[src/rtl/shadow_cfg_pkg.sv]
package shadow_cfg_pkg;

  typedef enum logic {
    PH_IDLE   = 1'b0,
    PH_STAGED = 1'b1
  } phase_e;

  // Strobes from control to datapath
  typedef struct packed {
    logic stage;     // capture masked write data into staging
    logic commit;    // copy staging into committed value and shadow
    logic mismatch;  // second write disagreed with staging
  } strobe_t;

  localparam int unsigned NumCauses  = 2;
  localparam int unsigned CauseUpd   = 0;
  localparam int unsigned CauseStore = 1;

endpackage

[src/rtl/shadow_cfg_ctrl.sv]
module shadow_cfg_ctrl
  import shadow_cfg_pkg::*;
(
  input  logic    clk,
  input  logic    rstN,
  input  logic    wrEn,
  input  logic    rdEn,
  input  logic    fatalLock,
  input  logic    matchIn,
  input  logic    faultIn,
  output strobe_t strb,
  output logic    phaseStaged
);

  phase_e phaseQ, phaseD;
  logic   lockQ;
  logic   locked;
  logic   blocked;

  assign locked  = lockQ | fatalLock;
  assign blocked = locked | faultIn;

  always_ff @(posedge clk or negedge rstN) begin
    if (!rstN) begin
      lockQ <= 1'b0;
    end else if (fatalLock) begin
      lockQ <= 1'b1;
    end
  end

  always_comb begin
    strb   = '0;
    phaseD = phaseQ;
    if (rdEn) begin
      phaseD = PH_IDLE;
    end else if (wrEn && !blocked) begin
      if (phaseQ == PH_IDLE) begin
        strb.stage = 1'b1;
        phaseD     = PH_STAGED;
      end else begin
        phaseD = PH_IDLE;
        if (matchIn) begin
          strb.commit = 1'b1;
        end else begin
          strb.mismatch = 1'b1;
        end
      end
    end
  end

  always_ff @(posedge clk or negedge rstN) begin
    if (!rstN) begin
      phaseQ <= PH_IDLE;
    end else begin
      phaseQ <= phaseD;
    end
  end

  assign phaseStaged = (phaseQ == PH_STAGED);


  lock_blocks_chk: assert property (@(posedge clk) disable iff (!rstN)
    lockQ |-> !(strb.stage || strb.commit || strb.mismatch));


  read_clears_chk: assert property (@(posedge clk) disable iff (!rstN)
    rdEn |=> (phaseQ == PH_IDLE));

endmodule

[src/rtl/shadow_cfg_datapath.sv]
module shadow_cfg_datapath
  import shadow_cfg_pkg::*;
#(
  parameter int unsigned WIDTH     = 32,
  parameter logic [WIDTH-1:0] MASK      = {WIDTH{1'b1}},
  parameter logic [WIDTH-1:0] RESET_VAL = '0
) (
  input  logic             clk,
  input  logic             rstN,
  input  strobe_t          strb,
  input  logic [WIDTH-1:0] wrData,
  input  logic [WIDTH-1:0] shadowFlip,
  output logic             matchOut,
  output logic             faultOut,
  output logic [WIDTH-1:0] cfgValue,
  output logic             updateErr,
  output logic             storageErr
);

  localparam logic [WIDTH-1:0] ResetCommitted = RESET_VAL & MASK;
  localparam logic [WIDTH-1:0] ResetShadow    = ~ResetCommitted;

  logic [WIDTH-1:0] stagedQ;
  logic [WIDTH-1:0] committedQ;
  logic [WIDTH-1:0] shadowQ;
  logic [WIDTH-1:0] shadowD;
  logic [WIDTH-1:0] maskedWr;
  logic [WIDTH-1:0] bitBad;
  logic             corrupt;
  logic             storErrQ;
  logic             updErrQ;

  assign maskedWr = wrData & MASK;
  assign matchOut = (maskedWr == stagedQ);

  // Per-bit complement check, only on implemented bits
  for (genvar b = 0; b < WIDTH; b++) begin : g_bit
    if (MASK[b]) begin : g_live
      assign bitBad[b] = ~(shadowQ[b] ^ committedQ[b]);
    end else begin : g_dead
      assign bitBad[b] = 1'b0;
    end
  end

  assign corrupt  = |bitBad;
  assign faultOut = corrupt | storErrQ;

  always_ff @(posedge clk or negedge rstN) begin
    if (!rstN) begin
      stagedQ <= '0;
    end else if (strb.stage) begin
      stagedQ <= maskedWr;
    end
  end

  always_ff @(posedge clk or negedge rstN) begin
    if (!rstN) begin
      committedQ <= ResetCommitted;
    end else if (strb.commit) begin
      committedQ <= stagedQ;
    end
  end

  assign shadowD = (strb.commit ? ~stagedQ : shadowQ) ^ shadowFlip;

  always_ff @(posedge clk or negedge rstN) begin
    if (!rstN) begin
      shadowQ <= ResetShadow;
    end else begin
      shadowQ <= shadowD;
    end
  end

  always_ff @(posedge clk or negedge rstN) begin
    if (!rstN) begin
      storErrQ <= 1'b0;
      updErrQ  <= 1'b0;
    end else begin
      storErrQ <= storErrQ | corrupt;
      updErrQ  <= strb.mismatch;
    end
  end

  assign cfgValue   = committedQ;
  assign updateErr  = updErrQ;
  assign storageErr = storErrQ;


  upd_single_pulse_chk: assert property (@(posedge clk) disable iff (!rstN)
    updErrQ |=> !updErrQ);


  storage_sticky_chk: assert property (@(posedge clk) disable iff (!rstN)
    storErrQ |=> storErrQ);


  storage_freezes_chk: assert property (@(posedge clk) disable iff (!rstN)
    storErrQ |=> $stable(committedQ));


  stage_keeps_value_chk: assert property (@(posedge clk) disable iff (!rstN)
    strb.stage |=> $stable(committedQ));


  unimplemented_zero_chk: assert property (@(posedge clk) disable iff (!rstN)
    (committedQ & ~MASK) == '0);

endmodule

[src/rtl/shadow_cfg_cause.sv]
module shadow_cfg_cause #(
  parameter int unsigned NUM = 2
) (
  input  logic           clk,
  input  logic           rstN,
  input  logic [NUM-1:0] setIn,
  input  logic [NUM-1:0] enIn,
  input  logic           clrEn,
  input  logic [NUM-1:0] clrMask,
  output logic [NUM-1:0] causeQ
);

  for (genvar i = 0; i < NUM; i++) begin : g_cause
    logic setHit;
    logic clrHit;

    assign setHit = setIn[i] & enIn[i];
    assign clrHit = clrEn & clrMask[i];

    always_ff @(posedge clk or negedge rstN) begin
      if (!rstN) begin
        causeQ[i] <= 1'b0;
      end else if (setHit) begin
        causeQ[i] <= 1'b1;
      end else if (clrHit) begin
        causeQ[i] <= 1'b0;
      end
    end


    cause_gated_chk: assert property (@(posedge clk) disable iff (!rstN)
      !enIn[i] |=> !$rose(causeQ[i]));


    cause_sticky_chk: assert property (@(posedge clk) disable iff (!rstN)
      (causeQ[i] && !clrHit) |=> causeQ[i]);
  end

endmodule

[src/rtl/shadow_cfg_reg.sv]
module shadow_cfg_reg
  import shadow_cfg_pkg::*;
#(
  parameter int unsigned WIDTH     = 32,
  parameter logic [WIDTH-1:0] MASK      = 32'h00FF_FFFF,
  parameter logic [WIDTH-1:0] RESET_VAL = 32'h0000_1234
) (
  input  logic                 clk,
  input  logic                 rstN,
  input  logic                 wrEn,
  input  logic [WIDTH-1:0]     wrData,
  input  logic                 rdEn,
  input  logic                 fatalLock,
  input  logic [WIDTH-1:0]     shadowFlip,
  input  logic                 enUpdCause,
  input  logic                 enStoreCause,
  input  logic                 causeClrEn,
  input  logic [NumCauses-1:0] causeClrMask,
  output logic [WIDTH-1:0]     cfgValue,
  output logic                 phaseStaged,
  output logic                 updateErr,
  output logic                 storageErr,
  output logic [NumCauses-1:0] alertCause
);

  strobe_t              strb;
  logic                 matchSig;
  logic                 faultSig;
  logic [NumCauses-1:0] causeSet;
  logic [NumCauses-1:0] causeEn;

  shadow_cfg_ctrl u_ctrl (
    .clk        (clk),
    .rstN       (rstN),
    .wrEn       (wrEn),
    .rdEn       (rdEn),
    .fatalLock  (fatalLock),
    .matchIn    (matchSig),
    .faultIn    (faultSig),
    .strb       (strb),
    .phaseStaged(phaseStaged)
  );

  shadow_cfg_datapath #(
    .WIDTH    (WIDTH),
    .MASK     (MASK),
    .RESET_VAL(RESET_VAL)
  ) u_dp (
    .clk       (clk),
    .rstN      (rstN),
    .strb      (strb),
    .wrData    (wrData),
    .shadowFlip(shadowFlip),
    .matchOut  (matchSig),
    .faultOut  (faultSig),
    .cfgValue  (cfgValue),
    .updateErr (updateErr),
    .storageErr(storageErr)
  );

  always_comb begin
    causeSet             = '0;
    causeEn              = '0;
    causeSet[CauseUpd]   = strb.mismatch;
    causeSet[CauseStore] = storageErr;
    causeEn[CauseUpd]    = enUpdCause;
    causeEn[CauseStore]  = enStoreCause;
  end

  shadow_cfg_cause #(
    .NUM(NumCauses)
  ) u_cause (
    .clk    (clk),
    .rstN   (rstN),
    .setIn  (causeSet),
    .enIn   (causeEn),
    .clrEn  (causeClrEn),
    .clrMask(causeClrMask),
    .causeQ (alertCause)
  );

endmodule

[config.mk]
export PLATFORM = sky130hd
export DESIGN_NAME = shadow_cfg_reg
export DESIGN_NICKNAME = d
export VERILOG_FILES = /design/src/rtl/shadow_cfg_pkg.sv /design/src/rtl/shadow_cfg_ctrl.sv /design/src/rtl/shadow_cfg_datapath.sv /design/src/rtl/shadow_cfg_cause.sv /design/src/rtl/shadow_cfg_reg.sv
export SDC_FILE = /design/constraint.sdc
export NUM_CORES = 1
export LEC_CHECK = 0
export BUFFER_PORTS_ARGS = -buffer_cell sky130_fd_sc_hd__buf_4
export CAP_MARGIN = 0
export CORE_ASPECT_RATIO = 0.5
export CORE_MARGIN = 3
export CORE_UTILIZATION = 40
export CTS_BUF_LIST = sky130_fd_sc_hd__clkbuf_8
export DETAILED_ROUTE_END_ITERATION = 16
export MAX_ROUTING_LAYER = met4
export PLACE_DENSITY = 0.63
export SLEW_MARGIN = 20
export SYNTH_ARGS = -nofsm -noshare
export SYNTH_HDL_FRONTEND = slang
export SYNTH_SLANG_ARGS = --single-unit
export TNS_END_PERCENT = 1
[constraint.sdc]
create_clock -name clk -period 3.1 [get_ports clk]
set_input_delay 0.155 -clock clk [delete_from_list [all_inputs] [get_ports clk]]
set_output_delay 0.155 -clock clk [all_outputs]
set_load 0.05 [all_outputs]
-- Word-level counts from Yosys, hierarchy flattened
Index checks and enable logic that the tools add are counted.
- eq/ne operators: 1
- shifts and indexed selects: 0
- divide/modulo/power cells: 0
- $lt $le $gt $ge: 0
- $mul: 0
- bitwise logic cells: 57
- mux-type cells: 13
- reductions and logical operators: 6
- add/subtract/negate cells: 0
- operators with widths (kind ; number):
    2-to-1 mux 32 bit ; 1
    NOT 24 -> 32 bit ; 1
    XOR 32 bit ; 1
    equality test 24 bit ; 1
    NOT 1 bit ; 24
    OR reduction 24 bit ; 1
    XOR 1 bit ; 24
    2-to-1 mux 1 bit ; 9
    2-to-1 mux 3 bit ; 2
    nonzero test 2 bit ; 3
    AND 1 bit ; 4
    bitwise OR 1 bit ; 3
    2-to-1 mux 2 bit ; 1
    logical AND 1 bit ; 1
    logical NOT 1 bit ; 1
- RAM bits: 0
- bits of input ports: 74
- logic and storage cells: 86
- memories kept: 0
- bits in latches: 0
- register bits: 86
- bits in read-only memories: 0
- output and inout port bits: 37

-- Logic depth before layout (Yosys ltp)
- depth in word-level cells: 11
- depth in mapped cells: 8
- gate-level depth less buffers: 6

-- Modules after synthesis
Synthesis repeated with hierarchy kept, for this count alone.
- cell total of the unflattened synthesis: 320
- area total of the unflattened synthesis: 3843.7 um^2
- by module, submodules not included (module ; seq. area each (um^2) ; area an instance (um^2) ; times used ; cells each):
    shadow_cfg_datapath ; 1881.8 ; 3644.7 ; 1 ; 303
    shadow_cfg_ctrl ; 50.0 ; 123.9 ; 1 ; 11
    shadow_cfg_cause ; 50.0 ; 75.1 ; 1 ; 6

-- Worst setup path after synthesis
No wires, ideal clock.
- path type: register to register
- start point: register u_dp.committedQ[9], in the netlist u_dp.cfgValue[9]
- end point: register u_dp.stagedQ[10]
- data required time: 2975 ps
- buffers on the path: 2
- period minus slack after synthesis: 2811 ps
- path slack: 289 ps
- setup time: 125 ps
- data arrival time: 2686 ps
- stages on the path, launching flop included: 9
- cells stage by stage: dfstp_2 xnor2_1 nor4_1 nand4_1 or3_4 or4_4 buf_6 buf_12 mux2_4
- cells in the longest elaborated chain, start to end: 9
- RTL lines (element ; line ; text):
    from (decl) ; shadow_cfg_datapath.sv:24 ; logic [WIDTH-1:0] committedQ;
    from (signal assigned) ; shadow_cfg_datapath.sv:58 ; committedQ <= ResetCommitted;
    from (signal assigned) ; shadow_cfg_datapath.sv:60 ; committedQ <= stagedQ;
    XOR 1 bit ; shadow_cfg_datapath.sv:39 ; assign bitBad[b] = ~(shadowQ[b] ^ committedQ[b]);
    NOT 1 bit ; shadow_cfg_datapath.sv:39 ;
    OR reduction 24 bit ; shadow_cfg_datapath.sv:45 ; assign corrupt = |bitBad;
    bitwise OR 1 bit ; shadow_cfg_datapath.sv:46 ; assign faultOut = corrupt | storErrQ;
    via faultSig ; shadow_cfg_reg.sv:28 ; logic faultSig;
    bitwise OR 1 bit ; shadow_cfg_ctrl.sv:21 ; assign blocked = locked | faultIn;
    logical NOT 1 bit ; shadow_cfg_ctrl.sv:36 ; end else if (wrEn && !blocked) begin
    logical AND 1 bit ; shadow_cfg_ctrl.sv:36 ;
    2-to-1 mux 3 bit ; shadow_cfg_ctrl.sv:36 ;
    2-to-1 mux 3 bit ; shadow_cfg_ctrl.sv:34 ; if (rdEn) begin
    to (signal assigned) ; shadow_cfg_datapath.sv:52 ; stagedQ <= maskedWr;
    to (decl) ; shadow_cfg_datapath.sv:23 ; logic [WIDTH-1:0] stagedQ;
The timed path passes the listed nets, and every way through them passes these cells.
A chain may end at the register's enable or synchronous reset.

-- Worst setup path in the final report
- start point: register u_dp.committedQ[2], in the netlist u_dp.cfgValue[2]
- end point: register u_dp.stagedQ[6]
Same word-level chain as after synthesis.

==> impl_summary.txt <==
----------------------------------------------------
[Status]
  Status ... finished, final reports clean

[Detailed routing]
  DRC ... 0
  Count of antenna-violating nets left after detailed routing ... 0
  Count of routing violations after the opening detailed-route iteration ... 83
  Via count of the routed design ... 2604
  Wire length per cell ... 15.4 um
  Length of the first detailed-routing pass in iterations ... 4
  Via density per instance ... 4.64
  Sum of routed wire length over all layers ... 8.62 mm

[Timing]
  Peak clock frequency supported by timing ... 334 MHz
  Setup violators final ... 0
  Ratio of final minimum period to clock period ... 0.966
  Final hold violations ... 0
  Sum of negative setup slack ... 0 ns
  Normalized max-slew margin ... 0.514
  Actual slew at the worst max-slew pin ... 0.729 ns
  Final worst clock skew ... 0.00619 ns
  Number of max-slew violations in the final report ... 0
  Final critical-path required period ... 2.99 ns
  Worst-case hold slack ... 0.0483 ns
  Unrepaired setup endpoints after global routing ... no

[Power]
  Power density over cell area ... 543 nW/um^2
  Overall power after layout ... 2.79 mW
  Peak supply drop ... 0.000195 V
  Leakage power ... 2.33 nW

[Setup path]
  Critical Path End Type ... register
  Largest incremental delay on the critical path ... 0.74 ns
  Register-to-Register Setup Slack ... 0.11 ns
  Critical setup path kind ... register to register
  Data arrival time at the worst-slack endpoint ... 3.23 ns
  Maximum fanout along the worst path ... 24
  Worst-path cell with the longest stage delay ... sky130_fd_sc_hd__or4_4
  Cell-by-cell listing of the critical path ... xnor2_1, nor4_1, nand4_1, or3_4, or4_4, mux2_4
  Number of cells on the worst reg-to-reg path ... 6
  Data required time of the worst path ... 3.34 ns
  Category of the worst setup path launch point ... register

[Flow run]
  Reported max-cap violation count ... 0

[GRT]
  Via count of the first global-routing pass ... 2700
  Leftover overflow at the end of global routing ... 0
  GRT Util Overall ... 0.162
  Wire length of the first global-routing pass ... 13.9 mm
  Pin count of the biggest net entering global routing ... 79
  Number of antenna violations at the first check in global routing ... 0

[Finish]
  Fraction of final layout cells sized beyond drive strength 1 ... 0.423
  Antenna diode count ... 0
  Signed area change from the synthesized netlist to the final layout ... 29.2%
  Most common cell after layout, fill and taps aside ... sky130_fd_sc_hd__buf_4
  Most used cells in the layout excluding fill and tap cells ... sky130_fd_sc_hd__buf_4 (87), sky130_fd_sc_hd__dfrtp_1 (54), sky130_fd_sc_hd__xnor2_1 (51)
  Post-layout nets ... 495

[Die]
  Starting Density ... 0.415
  Die boundary width ... 147 um
  Die footprint ... 11200 um^2
  Height of the die ... 76.5 um
  Site row count ... 25
  Number of ports placed on the die boundary ... 111
  Core footprint ... 9570 um^2

[Clock network]
  TritonCTS clock tree ... done
  CTS Buffer Depth ... 2
  Clock sinks ... 78
  CTS buffer count ... 9
  Total number of H-tree levels ... 3
  Clock slew at reported path FFs ... 0.08 ns
  Later-pin clock latency in the skew report ... 0.35 ns
  Post-CTS repair timing setup buffer count ... 0
  Clock root cell ... sky130_fd_sc_hd__clkbuf_8
  Gates resized, CTS repair ... 0
  Number of buffers added to fix hold violations after cts ... 27

[Min path]
  Hold depth ... 2
  Path class of the lowest-slack min-delay path ... primary input to register

[Synthesis]
  Area share of the largest cell type after synthesis ... 0.340
  Post-synthesis sequential area ratio ... 0.498
  FF+latch count, synth ... 78
  Post-synthesis instance area ... 3980 um^2
  Gate count after technology mapping ... 304
  Dominant cells by area after synthesis ... sky130_fd_sc_hd__dfrtp_1 (34%), sky130_fd_sc_hd__dfstp_2 (16%), sky130_fd_sc_hd__xnor2_1 (11%)
  Warning count from the yosys run ... 0
  Dominant cell type by area after synthesis ... sky130_fd_sc_hd__dfrtp_1
  Cell variety after synth ... 27
  Synthesized area per cell ... 13.1 um^2

[Placement]
  Number of port buffers ... 86
  Final weighted congestion in routability-driven placement ... 0.788
  Final HPWL DP ... 6.37 mm

----------------------------------------------------
[flip-flops by register name, summed over array words and instances, names as in the netlist]
name	flops
u_ctrl.lockQ	1
u_dp.cfgValue	24
u_dp.stagedQ	24
u_dp.shadowQ	24
u_cause.causeQ	2
u_dp.updateErr	1
u_ctrl.phaseStaged	1
u_dp.storageErr	1
[per-stage QoR]
| stage | cell area, um^2 | utilization | cells | worst slack [ns] |
|---|---|---|---|---|
| 3_5_place_dp | 4700 | 0.491 | 518 | 0.143 |
| 5_1_grt | 5140 | 0.537 | 561 | 0.0956 |
| 2_1_floorplan | 4000 | - | 311 | 0.289 |
| 3_3_place_gp | 4700 | 0.491 | 518 | 0.292 |
| 6_report | 5140 | 0.537 | 561 | 0.105 |
| 4_1_cts | 5130 | 0.536 | 561 | 0.118 |
[final timing paths]
check,startpoint,to
max,u_dp.cfgValue[2],u_dp.stagedQ[6]
min,enStoreCause,u_cause.causeQ[1]
max reg2reg,u_dp.cfgValue[2],u_dp.stagedQ[6]
min reg2reg,u_ctrl.lockQ,u_ctrl.lockQ
max in group asynchronous,rstN,u_cause.causeQ[0]
min in group asynchronous,rstN,u_dp.stagedQ[23]
[report_power, final]
group / leakage (nW) / internal, mW / switching [mW]
sequential: 0.974 / 1.28 / 0.123
clock: 0.0944 / 0.302 / 0.354
combinational: 1.26 / 0.370 / 0.358
[cell type report]
type / count / area [um^2]
inverter: 24 / 90.1
fill: 874 / 4430
clock buffer: 10 / 138
multi-input combinational: 193 / 1800
sequential: 78 / 1980
tap: 135 / 169
clock inverter: 6 / 30.0
timing repair buffer: 115 / 935
[cells in the mapped netlist]
master,instances
sky130_fd_sc_hd__nor2_1,4
sky130_fd_sc_hd__nor3_1,1
sky130_fd_sc_hd__xor2_1,22
sky130_fd_sc_hd__buf_6,1
sky130_fd_sc_hd__nand4b_1,1
sky130_fd_sc_hd__inv_1,24
sky130_fd_sc_hd__or3b_2,2
sky130_fd_sc_hd__or3_4,1
sky130_fd_sc_hd__dfrtp_1,54
sky130_fd_sc_hd__mux2_4,20
sky130_fd_sc_hd__buf_2,2
sky130_fd_sc_hd__nor4_2,1
sky130_fd_sc_hd__or2_2,1
sky130_fd_sc_hd__conb_1,1
sky130_fd_sc_hd__xnor2_1,51
sky130_fd_sc_hd__buf_12,2
sky130_fd_sc_hd__dfstp_2,24
sky130_fd_sc_hd__nand2_1,3
sky130_fd_sc_hd__or4_4,1
sky130_fd_sc_hd__buf_4,11
sky130_fd_sc_hd__mux2_2,28
sky130_fd_sc_hd__nor4_1,17
sky130_fd_sc_hd__a22o_1,2
sky130_fd_sc_hd__mux2i_1,24
sky130_fd_sc_hd__or3_1,1
sky130_fd_sc_hd__o21a_1,1
sky130_fd_sc_hd__nand4_1,4
[metal layers]
metal  routed length, um  global-route usage
met1                4060               0.220
met2                4040               0.245
met3                 410              0.0362
met4                 105              0.0474
met5                   0                   -
[worst max-delay path: cells and delay by family (launching register included)]
kind	cells	cell delay (ns)
and+or+nand+nor	4	1.78
xor gates and xnor gates	1	0.14
DFF	1	0.56
muxes	1	0.38
[cell families after synthesis]
logic type,Yosys count,share of synthesized area
DFF,78,0.498
xor gates and xnor gates,73,0.161
other,1,0.000943
and+or+nand+nor,37,0.0595
buffers and inverters,40,0.0588
muxes,72,0.215
AOI/OAI and AO/OA,3,0.00629
Power figures use the tool's default switching activity.
